<file path="src/rtl/clkdiv_pkg.sv">
// Shared definitions for the even clock divider.
// Assumes: nothing beyond IEEE 1800-2017 packages.
package clkdiv_pkg;
    localparam int unsigned DIV_W_DEF = 8;

    typedef enum logic {
        PH_LOW  = 1'b0,
        PH_HIGH = 1'b1
    } phase_e;
endpackage

</file>
<file path="src/rtl/clkdiv_cfg.sv">
// Holds the staged divisor and the low-power hint bit written by software.
// Assumes: write strobes are single-cycle pulses in the oscillator domain;
// reset is synchronous and active low and clears both fields.
module clkdiv_cfg #(
    parameter int unsigned DIV_W = clkdiv_pkg::DIV_W_DEF
) (
    input  logic             clk,
    input  logic             rst_n,
    input  logic             div_wr,
    input  logic [DIV_W-1:0] div_wdata,
    input  logic             lp_wr,
    input  logic             lp_wdata,
    output logic [DIV_W-1:0] div_prog,
    output logic             low_power
);
    logic [DIV_W-1:0] prog_q;
    logic             lp_q;

    // Stage a new divisor on each divisor write.
    always_ff @(posedge clk) begin
        if (!rst_n)
            prog_q <= '0;
        else if (div_wr)
            prog_q <= div_wdata;
    end

    // Keep the low-power hint; only its own write port changes it.
    always_ff @(posedge clk) begin
        if (!rst_n)
            lp_q <= 1'b0;
        else if (lp_wr)
            lp_q <= lp_wdata;
    end

    assign div_prog  = prog_q;
    assign low_power = lp_q;
endmodule

</file>
<file path="src/rtl/clkdiv_core.sv">
// Period generator: counts oscillator cycles against the live divisor, traces
// a 50% waveform, and adopts the staged divisor only at a period boundary.
// Assumes: next_div may change in any cycle; a live value of 0 means bypass.
module clkdiv_core #(
    parameter int unsigned DIV_W = clkdiv_pkg::DIV_W_DEF
) (
    input  logic             clk,
    input  logic             rst_n,
    input  logic [DIV_W-1:0] next_div,
    output logic [DIV_W-1:0] live_div,
    output logic             period_end,
    output logic             wave
);
    import clkdiv_pkg::*;

    logic [DIV_W-1:0] live_q;
    logic [DIV_W-1:0] cnt_q;
    phase_e           ph_q;
    logic             bypass;
    logic             last_cnt;

    // Decode the bypass setting and the last cycle of a half period.
    always_comb begin
        bypass     = (live_q == '0);
        last_cnt   = (cnt_q == live_q - DIV_W'(1));
        period_end = bypass || (ph_q == PH_HIGH && last_cnt);
    end

    // Advance the half-period counter and load the staged divisor at period end.
    always_ff @(posedge clk) begin
        if (!rst_n) begin
            live_q <= '0;
            cnt_q  <= '0;
            ph_q   <= PH_LOW;
        end else if (period_end) begin
            live_q <= next_div;
            cnt_q  <= '0;
            ph_q   <= PH_LOW;
        end else if (last_cnt) begin
            cnt_q  <= '0;
            ph_q   <= PH_HIGH;
        end else begin
            cnt_q  <= cnt_q + DIV_W'(1);
        end
    end

    assign live_div = live_q;
    assign wave     = (ph_q == PH_HIGH);
endmodule

</file>
<file path="src/rtl/clkdiv_even.sv">
// Top level of the even clock divider: register port plus period generator.
// Assumes: a single oscillator clock domain; outputs are a clock-enable strobe
// and a waveform level, never a gated clock.
module clkdiv_even #(
    parameter int unsigned DIV_W = clkdiv_pkg::DIV_W_DEF
) (
    input  logic             clk,
    input  logic             rst_n,
    input  logic             div_wr,
    input  logic [DIV_W-1:0] div_wdata,
    input  logic             lp_wr,
    input  logic             lp_wdata,
    output logic             clk_en,
    output logic             clk_div,
    output logic [DIV_W-1:0] div_prog,
    output logic [DIV_W-1:0] div_live,
    output logic             low_power
);
    logic [DIV_W-1:0] staged;

    clkdiv_cfg #(.DIV_W(DIV_W)) i_cfg (
        .clk       (clk),
        .rst_n     (rst_n),
        .div_wr    (div_wr),
        .div_wdata (div_wdata),
        .lp_wr     (lp_wr),
        .lp_wdata  (lp_wdata),
        .div_prog  (staged),
        .low_power (low_power)
    );

    clkdiv_core #(.DIV_W(DIV_W)) i_core (
        .clk        (clk),
        .rst_n      (rst_n),
        .next_div   (staged),
        .live_div   (div_live),
        .period_end (clk_en),
        .wave       (clk_div)
    );

    assign div_prog = staged;
endmodule

</file>
<file path="config.mk">
export PLATFORM = sky130hd
export DESIGN_NAME = clkdiv_even
export DESIGN_NICKNAME = d
export VERILOG_FILES = /design/src/rtl/clkdiv_pkg.sv /design/src/rtl/clkdiv_cfg.sv /design/src/rtl/clkdiv_core.sv /design/src/rtl/clkdiv_even.sv
export SDC_FILE = /design/constraint.sdc
export NUM_CORES = 1
export LEC_CHECK = 0
export ABC_CLOCK_PERIOD_IN_PS = 2500
export BUFFER_PORTS_ARGS = -buffer_cell sky130_fd_sc_hd__buf_2
export CORE_MARGIN = 2
export CORE_UTILIZATION = 30
export CTS_CLUSTER_SIZE = 12
export DETAILED_ROUTE_END_ITERATION = 6
export GPL_ROUTABILITY_DRIVEN = 0
export SLEW_MARGIN = 20
export SYNTH_ARGS = -nofsm -noshare
export SYNTH_HDL_FRONTEND = slang
export SYNTH_SLANG_ARGS = --single-unit
</file>
<file path="constraint.sdc">
create_clock -name clk -period 2.5 [get_ports clk]
set_input_delay 0.375 -clock clk [delete_from_list [all_inputs] [get_ports clk]]
set_output_delay 0.375 -clock clk [all_outputs]
set_load 0.05 [all_outputs]
</file>
==> results.cfg, run 1 <==
[logic_synthesis]
ys.flop_type = dfxtp_1
synth-edff-count = 0
yosysMostFrequentCell = dfxtp_1
yosys-top-cells-count = 26 x dfxtp_1, 23 x nand2_1, 17 x mux2i_1
yosys-top-cells-area = dfxtp_1 40%, mux2i_1 13%, xnor2_1 7.3%
netlist_area_mm2 = 0.00131
yosys_warnings = 0
synth_top_cell_by_area = dfxtp_1
netlist_instances = 143
synthDistinctLibCells = 34
yosysSeqAreaShare = 0.397
avgSynthCellArea_um2 = 9.17
ys_ff_latch = 26
synth_async_sr_flop_share = 0
yosysTopAreaCellShare = 0.397
syn_nets = 159

[layout]
seq_area_um2 = 529
diodes = 0
final_core_util = 0.389
layout-drive-gt1-share = 0.316
multiInputGateArea_um2 = 763
final_cells = 229
syn2layout_area_growth_pct = 27.4
fillers = 460
nNetsFinal = 194

[drt]
drtIter0Drc = 33
ant_nets = 0
drt-total-wl_mm = 2.68
wl_per_cell_um = 11.7
drc = 0
top_layer = met4
firstDrtPassIters = 4
dr_wl_met3_um = 107
met1_length_mm = 1.26
dr_wl_met2_mm = 1.28
via_per_inst = 4.63
vias = 1061

[die]
core_area_mm2 = 0.00429
die_x_um = 70.1
die_area_mm2 = 0.00492
io_pins = 32
die-height_um = 70.1
initial_core_util = 0.305
fp-row-count = 24

[pwr]
p_int_uw = 836
power_mw = 1.26
clock_power_share = 0.274
p_switching_uw = 427
p_sw_frac = 0.338
power_frac_comb = 0.348
pwr_density_cell_mw_per_mm2 = 756
p_leak_nw = 0.713
seq_power_share = 0.378
peakVddDrop_v = 0.000351

[cts]
clock_latency_ns = 0.27
cts_sinks = 26
cts_buffer_depth = 2
clk_pin_slew_ns = 0.09
cts_tree = done
htree_levels = 1
cts_root_buf = clkbuf_8
holdBufCountCts = 0
cts_buffers = 3

[status]
outcome = finished, final reports clean

[timing]
tns_ns = 0
setup_viol_count_final = 0
worst_slack_ns = 0.0482
min_period_ns = 2.45
finalCritPeriodShare = 0.981
rsz0062_at_grt = true
slew_headroom = 0.730
tightest_slew_ns = 0.406
skew_ns = 0.00748
maxSlewViolCount = 0
hold_viol = 0
max_freq_mhz = 408

[critical_path]
slowest_delay_ns = 0.36
path_max_fanout = 3
worst-endpoint-arrival_ns = 2.08
path_cells = inv_4 > ha_4 > nor3b_4 > nand2_1 > nor3b_2 > o32ai_2 > o21a_1 > clkinvlp_4 > buf_8
r2r_slack_ns = 0.47
path_class = reg -> out
crit_slowest_cell = dfxtp_4
endpoint_kind = primary output
startpoint_type = flop
critical_path_required_ns = 2.12

[grt]
grt_max_degree = 27
grt_pass1_wl_mm = 4.44
grt.overflow.total = 0
grtUsageTotal = 0.110
grt_pass1_vias = 996
grt_antenna_before_repair = 0

[placement]
place_inst = 221
hpwl_mm = 2.03
place_ws_ns = 0.221
numPortBuffers = 31

[flow_run]
cap_violations = 0

[hold_path]
hp-class = in -> reg
==> logic make-up after synthesis <==
| kind of cell | Yosys count | synth area share |
|---|---|---|
| compound gates | 8 | 0.0620 |
| buf+inv | 13 | 0.0439 |
| flops | 26 | 0.397 |
| mux | 17 | 0.130 |
| simple gates | 62 | 0.245 |
| xor+xnor | 14 | 0.0935 |
| fa+ha+maj | 3 | 0.0286 |
==> timing repair <==
action / 4_1_cts / 5_1_grt
pin swaps: 1 / 3
buffers inserted: 2 / 2
resized for setup: 2 / 6
setup endpoints to repair: 1 / 1
==> power by group through the flow <==
stage	Combinational (mW)	Clock (mW)	Sequential (mW)
6_report	0.440	0.346	0.477
5_1_grt	0.470	0.376	0.483
4_1_cts	0.418	0.358	0.476
3_5_place_dp	0.400	0	0.488
3_3_place_gp	0.397	0	0.488
2_1_floorplan	0.259	0	0.552
==> worst max-delay path, delay by kind of cell, from the launching register on <==
family          cells  cell delay (ns)
fa+ha+maj           1             0.13
buf+inv             3             0.32
flops               1             0.36
compound gates      2             0.51
simple gates        3             0.49
==> state kept, by name (all words and copies together) (netlist names) <==
register and count:
i_cfg.div_prog 8, i_core.cnt_q 8, i_core.live_div 8, i_cfg.low_power 1, i_core.wave 1
==> cell usage in the layout, fill, tap and decap left out, types with 2 or more instances in the layout <==
cell type / n
buf_2: 30
nand2_1: 23
dfxtp_1: 23
mux2i_1: 17
xnor2_1: 11
nor2_1: 10
nor2b_1: 9
buf_4: 6
inv_1: 3
xor2_1: 3
and3_1: 3
clkbuf_8: 3
nor3_1: 2
inv_4: 2
nand3_1: 2
ha_1: 2
dfxtp_4: 2
==> stage by stage <==
| stage | hold slack [ns] | cell area (um^2) |
|---|---|---|
| global route | 0.367 | 1670 |
| CTS | 0.348 | 1630 |
| finish | 0.355 | 1670 |
| detailed placement | 0.460 | 1540 |
| global placement | 0.450 | 1540 |
| floorplan | 0.437 | 1340 |
==> metal layers <==
metal	GRT usage	vias to the layer above
li1	-	545
met5	0	-
met1	0.144	493
met4	0.0385	0
met2	0.176	21
met3	0.0303	2
==> path summary, 6_finish.rpt <==
path,cells after the start,endpoint,from
min reg2reg,2,i_core.live_div[1],i_cfg.div_prog[1]
min,3,i_cfg.div_prog[1],div_wdata[1]
max,9,clk_en,i_core.live_div[1]
max reg2reg,9,i_core.live_div[4],i_core.live_div[1]
==> layout make-up <==
type,count,share of cell area
clock buffer,3,0.0247
inverter,6,0.0187
timing repair buffer,37,0.126
tap,52,0.0390
sequential,26,0.317
clock inverter,1,0.0180
multi-input combinational,104,0.457
No activity file was read; power rests on OpenSTA's default activity.
==> run 2, diff against run 1 <==
--- a/config.mk
+++ b/config.mk
@@ -12,6 +12,7 @@
 export CTS_CLUSTER_SIZE = 12
 export DETAILED_ROUTE_END_ITERATION = 6
 export GPL_ROUTABILITY_DRIVEN = 0
+export REMOVE_ABC_BUFFERS = 1
 export SLEW_MARGIN = 20
 export SYNTH_ARGS = -nofsm -noshare
 export SYNTH_HDL_FRONTEND = slang
==> run 2 against run 1 <==
  * Worst setup slack better by 0.076 ns
  * Non-clock buffer count shrank 2
  * Flip-flop and latch count unchanged
  * Die area unchanged
  * Critical path depth is the same
  * Clock-buffer cell count unchanged
  * Routed wire length is 6.5% lower
  * Clock power about the same
  * Combinational power down 6.1%
  * Register-to-register slack better by 0.05 ns
  * Sequential share of layout area up 0.10 points
  * Critical path type unchanged
  * Cell count decreased by 0.87%
==> results.cfg, run 2 (synthesis gave the netlist of run 1 again) <==
[status]
outcome = finished, final reports clean

[critical_path]
timing.rr.start = i_core.live_div[1]
rr_endpoint = i_core.live_div[5]
path_max_fanout = 3
crit_start = i_core.live_div[1]
startpoint_type = flop
endpoint_kind = primary output
crit_slowest_cell = dfxtp_2
critical_path_required_ns = 2.12
slowest_delay_ns = 0.33
rr_worst_depth = 9
path_class = reg -> out
worst-endpoint-arrival_ns = 2.00
path_cells = inv_2 > ha_4 > nor3b_4 > nand2_2 > nor3b_1 > o32ai_2 > o21a_1 > inv_1 > buf_6
r2r_slack_ns = 0.52

[timing]
skew_ns = 0.00190
slew_headroom = 0.731
hold_viol = 0
setup_viol_count_final = 0
maxSlewViolCount = 0
max_freq_mhz = 421
tightest_slew_ns = 0.403
whs_ns = 0.355
finalCritPeriodShare = 0.951
min_period_ns = 2.38
tns_ns = 0

[drt]
firstDrtPassIters = 4
dr_wl_met2_mm = 1.12
ant_nets = 0
drc = 0
met1_length_mm = 1.23
vias = 1053
wl_per_cell_um = 11.0
top_layer = met4
dr_wl_met3_um = 143
drt-total-wl_mm = 2.51
drtIter0Drc = 26
via_per_inst = 4.64

[cts]
cts_sinks = 26
htree_levels = 1
cts_buffers = 3
clk_pin_slew_ns = 0.09
cts_root_buf = clkbuf_8
cts_buffer_depth = 2
cts_tree = done
clock_latency_ns = 0.27

[die]
core_area_mm2 = 0.00429
fp-row-count = 24
die_area_mm2 = 0.00492
die-height_um = 70.1
die_x_um = 70.1
initial_core_util = 0.305
io_pins = 32

[hold_path]
hold_depth = 3
min_to = i_cfg.div_prog[2]
min_from = div_wdata[2]
hp-class = in -> reg

[layout]
layout-drive-gt1-share = 0.303
final_common_cell = buf_2
fillers = 434
nNetsFinal = 192
most-common-layout-cells = 30 x buf_2, 24 x dfxtp_1, 22 x nand2_1, 17 x mux2i_1, 11 x xnor2_1
diodes = 0
syn2layout_area_growth_pct = 25.5

[placement]
numPortBuffers = 31
hpwl_mm = 1.89

[pwr]
pwr_density_cell_mw_per_mm2 = 754
p_leak_nw = 0.702
peakVddDrop_v = 0.000393

[flow_run]
cap_violations = 0

[grt]
grt_pass1_wl_mm = 4.49
grt.overflow.total = 0
grt_pass1_vias = 999
grtUsageTotal = 0.109
grt_max_degree = 27
grt_antenna_before_repair = 0
-- run 2: layer usage --
layer | up-vias | track usage
met5 | - | 0
met4 | 0 | 0.0128
met3 | 2 | 0.0346
met2 | 33 | 0.181
met1 | 478 | 0.142
li1 | 540 | -
-- run 2: worst max-delay path by stage --
stage | endpoint | slack [ns]
final | clk_en | 0.12
after global routing | clk_en | -0.02
after CTS | clk_en | 0.02
after detailed placement | clk_en | 0.20
after global placement | clk_en | 0.22
after floorplan | clk_en | -0.56
-- run 2: area by class of cell --
type,instances,area (um^2),area share
Clock buffer,3,41.3,0.0251
Clock inverter,1,30.0,0.0183
Inverter,6,22.5,0.0137
Multi-Input combinational cell,104,772,0.469
Sequential cell,26,523,0.318
Tap cell,52,65.1,0.0395
Timing Repair Buffer,35,191,0.116
-- run 2: power by group --
part	internal, mW	switching, mW	total [mW]	leakage, nW
Combinational	0.168	0.246	0.413	0.454
Sequential	0.443	0.0357	0.478	0.213
Clock	0.214	0.135	0.349	0.0357
-- run 2: worst max-delay path, delay by kind of cell (launching register included) --
kind	cells	cell delay, ns
AO/OA/AOI/OAI	2	0.46
buffers and inverters	3	0.27
adder cells (fa/ha/maj)	1	0.14
AND/OR/NAND/NOR	3	0.53
flip-flops	1	0.33
-- run 2: timing repair --
| item | CTS | global route |
|---|---|---|
| setup endpoints to repair | 1 | 1 |
| gates resized for setup | 5 | 8 |
| buffers inserted | 1 | 0 |
| endpoints found under the hold margin | 0 | 0 |
| hold buffers | 0 | 0 |
| gates cloned | 0 | 0 |
| pin swaps | 2 | 3 |
-- run 2: stage by stage --
| step | instance area [um^2] | total power, mW | worst slack (ns) | utilization | instances |
|---|---|---|---|---|---|
| floorplan | 1280 | 0.775 | -0.565 | - | 136 |
| global placement | 1520 | 0.875 | 0.219 | 0.354 | 222 |
| detailed placement | 1520 | 0.875 | 0.196 | 0.354 | 222 |
| CTS | 1610 | 1.24 | 0.0218 | 0.375 | 227 |
| global route | 1650 | 1.31 | -0.0207 | 0.383 | 227 |
| finish | 1650 | 1.24 | 0.124 | 0.383 | 227 |
